## src/rtl/cmdring_pkg.sv

```systemverilog
package cmdring_pkg;

    localparam int WORD_W = 32;
    localparam int REGA_W = 13;
    localparam int CNT_W  = 14;
    localparam int OPC_W  = 8;

    typedef enum logic [1:0] {
        PK_REG  = 2'd0,
        PK_BAD  = 2'd1,
        PK_FILL = 2'd2,
        PK_OP   = 2'd3
    } pkt_kind_e;

    typedef struct packed {
        pkt_kind_e         kind;
        logic [CNT_W-1:0]  len_m1;
        logic [OPC_W-1:0]  opcode;
        logic [REGA_W-1:0] reg_off;
    } hdr_t;

    typedef enum logic [2:0] {
        DS_HDR,
        DS_PAY,
        DS_WR,
        DS_END,
        DS_HALT
    } dec_st_e;

    function automatic hdr_t split_hdr(input logic [WORD_W-1:0] w);
        hdr_t h;
        h.kind    = pkt_kind_e'(w[31:30]);
        h.len_m1  = w[29:16];
        h.opcode  = w[7:0];
        h.reg_off = w[12:0];
        return h;
    endfunction

endpackage

```

## src/rtl/cmdring_fetch.sv

```systemverilog
module cmdring_fetch
    import cmdring_pkg::*;
#(
    parameter int ADDR_W = 16,
    parameter int PTR_W  = 12,
    parameter int LG_W   = 4
) (
    input  logic              clk,
    input  logic              rst,
    input  logic [ADDR_W-1:0] ring_base,
    input  logic [LG_W-1:0]   ring_lg,
    input  logic [PTR_W-1:0]  wptr,
    input  logic              want,
    input  logic              ib_start,
    input  logic [ADDR_W-1:0] ib_base,
    input  logic [ADDR_W-1:0] ib_size,
    output logic              mem_req,
    output logic [ADDR_W-1:0] mem_addr,
    input  logic              mem_rvalid,
    input  logic [WORD_W-1:0] mem_rdata,
    output logic [PTR_W-1:0]  rptr,
    output logic              in_ib,
    output logic              busy,
    output logic              word_vld,
    output logic [WORD_W-1:0] word_data
);

    logic [ADDR_W-1:0] ib_ptr;
    logic [ADDR_W-1:0] ib_left;
    logic [PTR_W-1:0]  wrap_mask;
    logic              ring_avail;
    logic              ib_avail;
    logic              issue;

    assign wrap_mask  = ~({PTR_W{1'b1}} << ring_lg);
    assign ring_avail = (rptr != wptr);
    assign ib_avail   = (ib_left != '0);
    assign issue      = want && !busy && !ib_start && (in_ib ? ib_avail : ring_avail);

    assign mem_req   = issue;
    assign mem_addr  = in_ib ? ib_ptr : (ring_base + ADDR_W'(rptr));
    assign word_vld  = mem_rvalid && busy;
    assign word_data = mem_rdata;

    always_ff @(posedge clk) begin
        if (rst) begin
            busy    <= 1'b0;
            rptr    <= '0;
            in_ib   <= 1'b0;
            ib_ptr  <= '0;
            ib_left <= '0;
        end else begin
            if (issue)
                busy <= 1'b1;
            else if (mem_rvalid)
                busy <= 1'b0;

            if (ib_start) begin
                in_ib   <= 1'b1;
                ib_ptr  <= ib_base;
                ib_left <= ib_size;
            end else if (issue) begin
                if (in_ib) begin
                    ib_ptr  <= ib_ptr + 1'b1;
                    ib_left <= ib_left - 1'b1;
                end else begin
                    rptr <= (rptr + 1'b1) & wrap_mask;
                end
            end else if (in_ib && !ib_avail && !busy) begin
                in_ib <= 1'b0;
            end
        end
    end

endmodule

```

## src/rtl/cmdring_decode.sv

```systemverilog
module cmdring_decode
    import cmdring_pkg::*;
#(
    parameter int                ADDR_W      = 16,
    parameter logic [REGA_W-1:0] IB_BASE_OFF = 13'h100,
    parameter logic [REGA_W-1:0] IB_SIZE_OFF = 13'h101
) (
    input  logic              clk,
    input  logic              rst,
    input  logic              word_vld,
    input  logic [WORD_W-1:0] word_data,
    input  logic              in_ib,
    output logic              want,
    output logic              at_hdr,
    output logic              ib_start,
    output logic [ADDR_W-1:0] ib_base,
    output logic [ADDR_W-1:0] ib_size,
    output logic              reg_valid,
    output logic [REGA_W-1:0] reg_addr,
    output logic [WORD_W-1:0] reg_data,
    input  logic              reg_ready,
    output logic              op_valid,
    output logic [OPC_W-1:0]  op_code,
    output logic [WORD_W-1:0] op_data,
    output logic              op_last,
    output logic              err
);

    dec_st_e           st;
    hdr_t              cur;
    pkt_kind_e         kind;
    logic [OPC_W-1:0]  opc;
    logic [REGA_W-1:0] off;
    logic [CNT_W:0]    left;
    logic              ib_pend;
    logic              is_ib_reg;
    logic              last_word;

    assign cur       = split_hdr(word_data);
    assign want      = (st == DS_HDR) || (st == DS_PAY);
    assign at_hdr    = (st == DS_HDR);
    assign is_ib_reg = (off == IB_BASE_OFF) || (off == IB_SIZE_OFF);
    assign last_word = (left == (CNT_W+1)'(1));

    always_ff @(posedge clk) begin
        if (rst) begin
            st        <= DS_HDR;
            kind      <= PK_FILL;
            opc       <= '0;
            off       <= '0;
            left      <= '0;
            ib_pend   <= 1'b0;
            ib_start  <= 1'b0;
            ib_base   <= '0;
            ib_size   <= '0;
            reg_valid <= 1'b0;
            reg_addr  <= '0;
            reg_data  <= '0;
            op_valid  <= 1'b0;
            op_code   <= '0;
            op_data   <= '0;
            op_last   <= 1'b0;
            err       <= 1'b0;
        end else begin
            op_valid <= 1'b0;
            ib_start <= 1'b0;
            case (st)
                DS_HDR: begin
                    if (word_vld) begin
                        kind <= cur.kind;
                        opc  <= cur.opcode;
                        off  <= cur.reg_off;
                        left <= {1'b0, cur.len_m1} + 1'b1;
                        case (cur.kind)
                            PK_REG, PK_OP: st <= DS_PAY;
                            PK_FILL:       st <= DS_HDR;
                            default: begin
                                err <= 1'b1;
                                st  <= DS_HALT;
                            end
                        endcase
                    end
                end
                DS_PAY: begin
                    if (word_vld) begin
                        if (kind == PK_OP) begin
                            op_valid <= 1'b1;
                            op_code  <= opc;
                            op_data  <= word_data;
                            op_last  <= last_word;
                            left     <= left - 1'b1;
                            if (last_word) st <= DS_END;
                        end else if (is_ib_reg && in_ib) begin
                            err  <= 1'b1;
                            off  <= off + 1'b1;
                            left <= left - 1'b1;
                            if (last_word) st <= DS_END;
                        end else begin
                            reg_valid <= 1'b1;
                            reg_addr  <= off;
                            reg_data  <= word_data;
                            st        <= DS_WR;
                        end
                    end
                end
                DS_WR: begin
                    if (reg_ready) begin
                        reg_valid <= 1'b0;
                        if (reg_addr == IB_BASE_OFF)
                            ib_base <= reg_data[ADDR_W-1:0];
                        if (reg_addr == IB_SIZE_OFF) begin
                            ib_size <= reg_data[ADDR_W-1:0];
                            ib_pend <= (reg_data[ADDR_W-1:0] != '0);
                        end
                        off  <= off + 1'b1;
                        left <= left - 1'b1;
                        st   <= last_word ? DS_END : DS_PAY;
                    end
                end
                DS_END: begin
                    if (ib_pend) begin
                        ib_start <= 1'b1;
                        ib_pend  <= 1'b0;
                    end
                    st <= DS_HDR;
                end
                default: st <= DS_HALT;
            endcase
        end
    end

endmodule

```

## src/rtl/cmdring_proc.sv

```systemverilog
module cmdring_proc
    import cmdring_pkg::*;
#(
    parameter int                ADDR_W      = 16,
    parameter int                PTR_W       = 12,
    parameter int                LG_W        = 4,
    parameter logic [REGA_W-1:0] IB_BASE_OFF = 13'h100,
    parameter logic [REGA_W-1:0] IB_SIZE_OFF = 13'h101
) (
    input  logic              clk,
    input  logic              rst,
    input  logic [ADDR_W-1:0] ring_base,
    input  logic [LG_W-1:0]   ring_lg,
    input  logic [PTR_W-1:0]  wptr,
    output logic [PTR_W-1:0]  rptr,
    output logic              mem_req,
    output logic [ADDR_W-1:0] mem_addr,
    input  logic              mem_rvalid,
    input  logic [WORD_W-1:0] mem_rdata,
    output logic              reg_valid,
    output logic [REGA_W-1:0] reg_addr,
    output logic [WORD_W-1:0] reg_data,
    input  logic              reg_ready,
    output logic              op_valid,
    output logic [OPC_W-1:0]  op_code,
    output logic [WORD_W-1:0] op_data,
    output logic              op_last,
    output logic              idle,
    output logic              err
);

    logic              want;
    logic              at_hdr;
    logic              ib_start;
    logic [ADDR_W-1:0] ib_base;
    logic [ADDR_W-1:0] ib_size;
    logic              in_ib;
    logic              busy;
    logic              word_vld;
    logic [WORD_W-1:0] word_data;

    cmdring_fetch #(.ADDR_W(ADDR_W), .PTR_W(PTR_W), .LG_W(LG_W)) u_fetch (
        .clk(clk), .rst(rst),
        .ring_base(ring_base), .ring_lg(ring_lg), .wptr(wptr),
        .want(want), .ib_start(ib_start), .ib_base(ib_base), .ib_size(ib_size),
        .mem_req(mem_req), .mem_addr(mem_addr),
        .mem_rvalid(mem_rvalid), .mem_rdata(mem_rdata),
        .rptr(rptr), .in_ib(in_ib), .busy(busy),
        .word_vld(word_vld), .word_data(word_data)
    );

    cmdring_decode #(.ADDR_W(ADDR_W), .IB_BASE_OFF(IB_BASE_OFF), .IB_SIZE_OFF(IB_SIZE_OFF)) u_decode (
        .clk(clk), .rst(rst),
        .word_vld(word_vld), .word_data(word_data), .in_ib(in_ib),
        .want(want), .at_hdr(at_hdr),
        .ib_start(ib_start), .ib_base(ib_base), .ib_size(ib_size),
        .reg_valid(reg_valid), .reg_addr(reg_addr), .reg_data(reg_data), .reg_ready(reg_ready),
        .op_valid(op_valid), .op_code(op_code), .op_data(op_data), .op_last(op_last),
        .err(err)
    );

    assign idle = at_hdr && !in_ib && !busy && (rptr == wptr);

endmodule

```

## config.mk

```make
export PLATFORM = sky130hd
export DESIGN_NAME = cmdring_proc
export DESIGN_NICKNAME = d
export VERILOG_FILES = /design/src/rtl/cmdring_pkg.sv /design/src/rtl/cmdring_fetch.sv /design/src/rtl/cmdring_decode.sv /design/src/rtl/cmdring_proc.sv
export SDC_FILE = /design/constraint.sdc
export NUM_CORES = 1
export LEC_CHECK = 0
export CAP_MARGIN = 20
export CORE_MARGIN = 5
export CORE_UTILIZATION = 50
export CTS_CLUSTER_SIZE = 16
export DETAILED_ROUTE_END_ITERATION = 16
export DONT_BUFFER_PORTS = 1
export HOLD_SLACK_MARGIN = 0.06
export PLACE_DENSITY = 0.72
export SETUP_SLACK_MARGIN = 0.2
export SYNTH_ARGS = -nofsm -noshare
export SYNTH_HDL_FRONTEND = slang
export SYNTH_SLANG_ARGS = --single-unit
```

## constraint.sdc

```tcl
create_clock -name clk -period 6.9 [get_ports clk]
set_input_delay 0.69 -clock clk [delete_from_list [all_inputs] [get_ports clk]]
set_output_delay 0.69 -clock clk [all_outputs]
set_load 0.01 [all_outputs]
```

======== After elaboration in Yosys (flattened, before gate mapping) ========
Cells that the tools add are included.
word-level totals
  register bits after elaboration ......... 210
  output and inout bits ................... 119
  word-level logic and storage cells ...... 158
cells by class
  add/subtract/negate cells ............... 7
  eq/ne operators ......................... 23
  shifts and indexed selects .............. 1
  multiplexer cells ....................... 50
  bitwise operators ....................... 9
  reductions and logical operators ........ 46
operator list
  kind                   count
  $mux 16                7
  $mux 15                5
  $mux 13                5
  $eq 13x9->1 const B    4
  $pmux 15 s3            1
  $pmux 13 s3            1
  $reduce_bool 16->1     2
  $mux 1                 19
  $mux 3                 6
  $reduce_and 3->1       6
  $add 16x1->16 const B  1
  $add 16x12->16         1
  $sub 16x1->16 const B  1
  $add 14x1->15 const B  1
  $eq 15x1->1 const B    1
  $sub 15x1->15 const B  1
  $reduce_bool 2->1      7
  $add 13x1->13 const B  1
  $add 12x1->12 const B  1
  $and 12x12->12         1
  $eq 12x12->1           1
  $ne 12x12->1           1
  $not 12->12            1
  $pmux 3 s4             1
  other kinds (23)       60

======== Depth between registers and ports, before layout ========
  depth in word-level cells ............... 7
  depth in mapped cells ................... 9
  gate-level depth less buffers ........... 8

======== Cells and area by module ========
A second synthesis with hierarchy kept.
second synthesis, totals
  cells, all modules ...................... 1399
  area, all modules ....................... 11219.5 µm²
by module, submodules not included
  module          times used  cells each  area an instance (µm²)  seq. area each (µm²)
  cmdring_decode  1           868         6990.5                  3283.1
  cmdring_fetch   1           513         4085.2                  920.9
  cmdring_proc    1           18          143.9                   0.0

======== Least setup slack after synthesis ========
OpenSTA, ideal clock, no wires.
  kind .................................... input port to output port
  start ................................... input port ring_base[0]
  end ..................................... output port mem_addr[12]
  arrival time ............................ 2.687 ns
  data required time ...................... 6.210 ns
  path slack .............................. 3.523 ns
  stages .................................. 8
  path buffers ............................ 0
  path through ............................ ha_1 -> inv_1 -> fa_1 -> nand2b_1 -> a2111oi_0 -> o2111ai_1 -> and4_1 -> o31ai_1
on the way
  cells in the longest elaborated chain, start to end .. 2
RTL lines
  element          RTL line             RTL
  start, declared  cmdring_proc.sv:12   input logic [ADDR_W-1:0] ring_base,
  $add 16x12->16   cmdring_fetch.sv:41  assign mem_addr = in_ib ? ib_ptr : (ring_base + ADDR_W'(rptr));
  $mux 16          cmdring_fetch.sv:41
  end, declared    cmdring_proc.sv:17   output logic [ADDR_W-1:0] mem_addr,
Every way passes these cells.

======== Final worst setup path ========
  start ................................... register u_fetch.rptr[0]
  end ..................................... output port mem_addr[12]
on the way
  cells in the longest elaborated chain, start to end .. 2
RTL lines
  element                 RTL line             RTL
  start, declared         cmdring_fetch.sv:21  output logic [PTR_W-1:0] rptr,
  start signal, assigned  cmdring_fetch.sv:67  rptr <= (rptr + 1'b1) & wrap_mask;
  $add 16x12->16          cmdring_fetch.sv:41
  $mux 16                 cmdring_fetch.sv:41
Every way passes these cells.

==> metrics.md <==
| Metric | Value |
|---|---|
| Status | `finished clean` |
| Wirelength, routed | `approximately 32 mm` |
| Clock Pin Slew Worst Setup and Hold Paths | `approximately 0.060 ns` |
| PD cells | `229 nW/um^2` |
| Hold Buf Count CTS | `0` |
| Max-slew violations | `0` |
| Area share of the leading cell type in the synthesized netlist | `0.394` |
| Core area | `21000 sq um` |
| I/O Pins | `187` |
| Synth unique cells | `78` |
| CP endpoint kind | `output port` |
| Setup TNS | `0 ns` |
| Largest net degree at the start of global routing | `~200` |
| Effective utilization at floorplan | `0.507` |
| Slew HR | `0.264` |
| Cell Area, Synth | `between 10000 and 15000 sq um` |
| Final Hold Vio Count | `0` |
| Post-Synthesis Cells | `1360` |
| Clock skew | `0.00730 ns` |
| Maximum root-to-sink buffer count | `3` |
| Syn nets | `1453` |
| RSZ-0062 raised after global routing | `no` |
| Kind of critical path | `flip-flop to output port` |
| Die ar. | `24400 sq um` |
| Hold Slack | `between 0.3 and 0.4 ns` |
| Initial DRC count | `around 1200` |
| Vias | `10100` |
| Nets | `1397` |
| # DRC | `0` |
| Share of layout cells above drive strength 1 | `0.0500` |
| Root Buffer Master | `clkbuf_16` |
| Via density per instance | `6.31` |
| Most frequent cell after synthesis | `nand2_1` |
| Final setup viols | `0` |
| Clock buffer count from CTS | `23` |
| Cell row count | `53` |
| Synth top area cells | `dfxtp_1 39%, nand2_1 9.0%, a21oi_1 6.9%` |
| Antenna violations before repair | `0` |
| Drt wl/cell | `just under 20 um` |
| Ys async rst share | `0` |
| P&R area growth vs syn | `7.30%` |
| IO buf count | `0` |
| Min cycle time layout | `4.22 ns` |
| Die span in x | `156 um` |
| Sequential share of the synthesized area | `0.394` |
| Final Util | `0.544` |
| Top FF cell, synth | `dfxtp_1` |
| Min-Delay Path Class | `primary input to flip-flop` |
| First-pass GRT wire length | `50.7 mm` |
| Overflow left after global routing | `0` |
| Vias in the first global route | `9421` |
| Clk_lat worst skew | `0.49 ns` |
| Part of the cycle the worst path needs | `0.612` |
| Placer Congestion | `0.962` |
| H-tree depth | `1` |
| Avg Inst Size Synth | `7.84 sq um` |
| Fmax | `0.237 GHz` |
| Slew @ Worst Pin | `1.10 ns` |
| CP Launch Type | `flip-flop` |
| EDFF count, synth | `0` |
| Antenna Nets Post-Route | `0` |
| Post-CTS sizing | `0` |
| CP Max Fanout | `8` |
| Max VDD drop | `roughly 190 uV` |
| Arrival @ worst endpoint | `3.53 ns` |
| Post-CTS setup buffer count | `0` |
| Drt first pass iters | `7` |
| Critical Path RT | `slightly above 6 ns` |
| Synth warn | `0` |
| Hpwl dp | `22.2 mm` |
| Clock tree sinks | `210` |
| Synth top cells by count | `255 x nand2_1, 210 x dfxtp_1, 148 x a21oi_1` |
| Post-synth top area cell | `dfxtp_1` |
| GRT Util Overall | `0.251` |
| #FFs+latches synth | `210` |
| Max Cap Viol | `0` |
| Static leakage | `between 3 and 4 nW` |
| Die height | `156 um` |
| CTS tree | `yes` |
-- per-stage QoR --
stage          setup slack, ns  instances  power [mW]  area (sq um)
2_1_floorplan             3.52       1360        1.46         10700
3_3_place_gp              3.19       1553        1.49         10700
3_5_place_dp              3.14       1553        1.50         10700
4_1_cts                   2.68       1593        2.64         11400
5_1_grt                   2.38       1594        2.73         11400
6_report                  2.68       1595        2.63         11400
-- final timing paths --
kind	from	endpoint	slack [ns]	depth (start not counted)
max reg2reg	u_fetch.in_ib	u_decode.reg_data[13]	4.03	7
min	mem_rdata[4]	u_decode.op_data[4]	0.32	2
min reg2reg	u_decode.ib_pend	u_decode.ib_start	0.44	2
max	u_fetch.rptr[0]	mem_addr[12]	2.68	8
-- routing by layer --
layer | share of wire | track usage | up-vias
met2 | 0.47 | 0.416 | 389
met1 | 0.42 | 0.330 | 4828
met3 | 0.094 | 0.0663 | 44
li1 | - | - | 4797
met4 | 0.015 | 0.0538 | 0
met5 | 0 | 0 | -
-- power breakdown --
| part | leakage [nW] | switching [mW] | internal, mW |
|---|---|---|---|
| Sequential | 1.70 | 0.0319 | 1.23 |
| Combinational | 1.89 | 0.133 | 0.0754 |
| Clock | 0.349 | 0.481 | 0.672 |
-- critical path: stages, from the launching register on --
cell	delay [ns]
dfxtp_1	0.55
ha_1	0.29
inv_1	0.07
fa_1	0.38
nand2b_1	0.19
a2111oi_0	0.60
o2111ai_1	0.32
and4_1	0.27
o31ai_1	0.37
-- flip-flops by register name, summed over array words and instances, names as in the netlist, 2 cells and up --
name	count
u_decode.st	3
u_decode.op_code	8
u_decode.reg_data	32
u_decode.reg_addr	13
u_decode.op_data	32
u_decode.kind	2
u_decode.opc	8
u_decode.ib_size	16
u_fetch.ib_ptr	16
u_fetch.rptr	12
u_decode.off	13
u_decode.ib_base	16
u_decode.left	15
u_fetch.ib_left	16
-- logic make-up (layout without fill, tap and decap cells) --
logic type | count (synthesis) | in the layout | share of synthesized area
xor gates and xnor gates | 39 | 39 | 0.0320
buffers and inverters | 117 | 76 | 0.0429
adders and majority gates | 25 | 25 | 0.0300
muxes | 37 | 37 | 0.0350
and+or+nand+nor | 577 | 577 | 0.258
other | 0 | 1 | 0
AOI/OAI and AO/OA | 355 | 355 | 0.208
DFF | 210 | 210 | 0.394
-- area by class of cell --
type	count	area (sq um)
fill	1981	9580
multi-input combinational	1033	6010
sequential	210	4200
clock buffer	29	618
tap	275	344
inverter	27	101
clock inverter	11	88.8
timing repair buffer	9	72.6
antenna	1	2.50
-- placed cells by master (no fill, tap or decap), types with 11 or more instances in the layout --
| master | Yosys | final |
|---|---|---|
| a211oi_1 | 24 | 24 |
| a21oi_1 | 148 | 148 |
| a311oi_1 | 23 | 23 |
| a31oi_1 | 13 | 13 |
| and3_1 | 13 | 13 |
| clkbuf_16 | 0 | 23 |
| dfxtp_1 | 210 | 210 |
| ha_1 | 24 | 24 |
| inv_1 | 26 | 26 |
| mux2i_1 | 35 | 35 |
| nand2_1 | 255 | 255 |
| nand3_1 | 32 | 32 |
| nand4_1 | 24 | 24 |
| nor2_1 | 103 | 102 |
| nor3_1 | 33 | 32 |
| nor4_1 | 26 | 26 |
| o21ai_0 | 63 | 63 |
| o31ai_1 | 11 | 11 |
| or3_1 | 14 | 14 |
| or4_1 | 11 | 11 |
| xnor2_1 | 17 | 17 |
| xor2_1 | 22 | 22 |
Power figures use the tool's default switching activity.
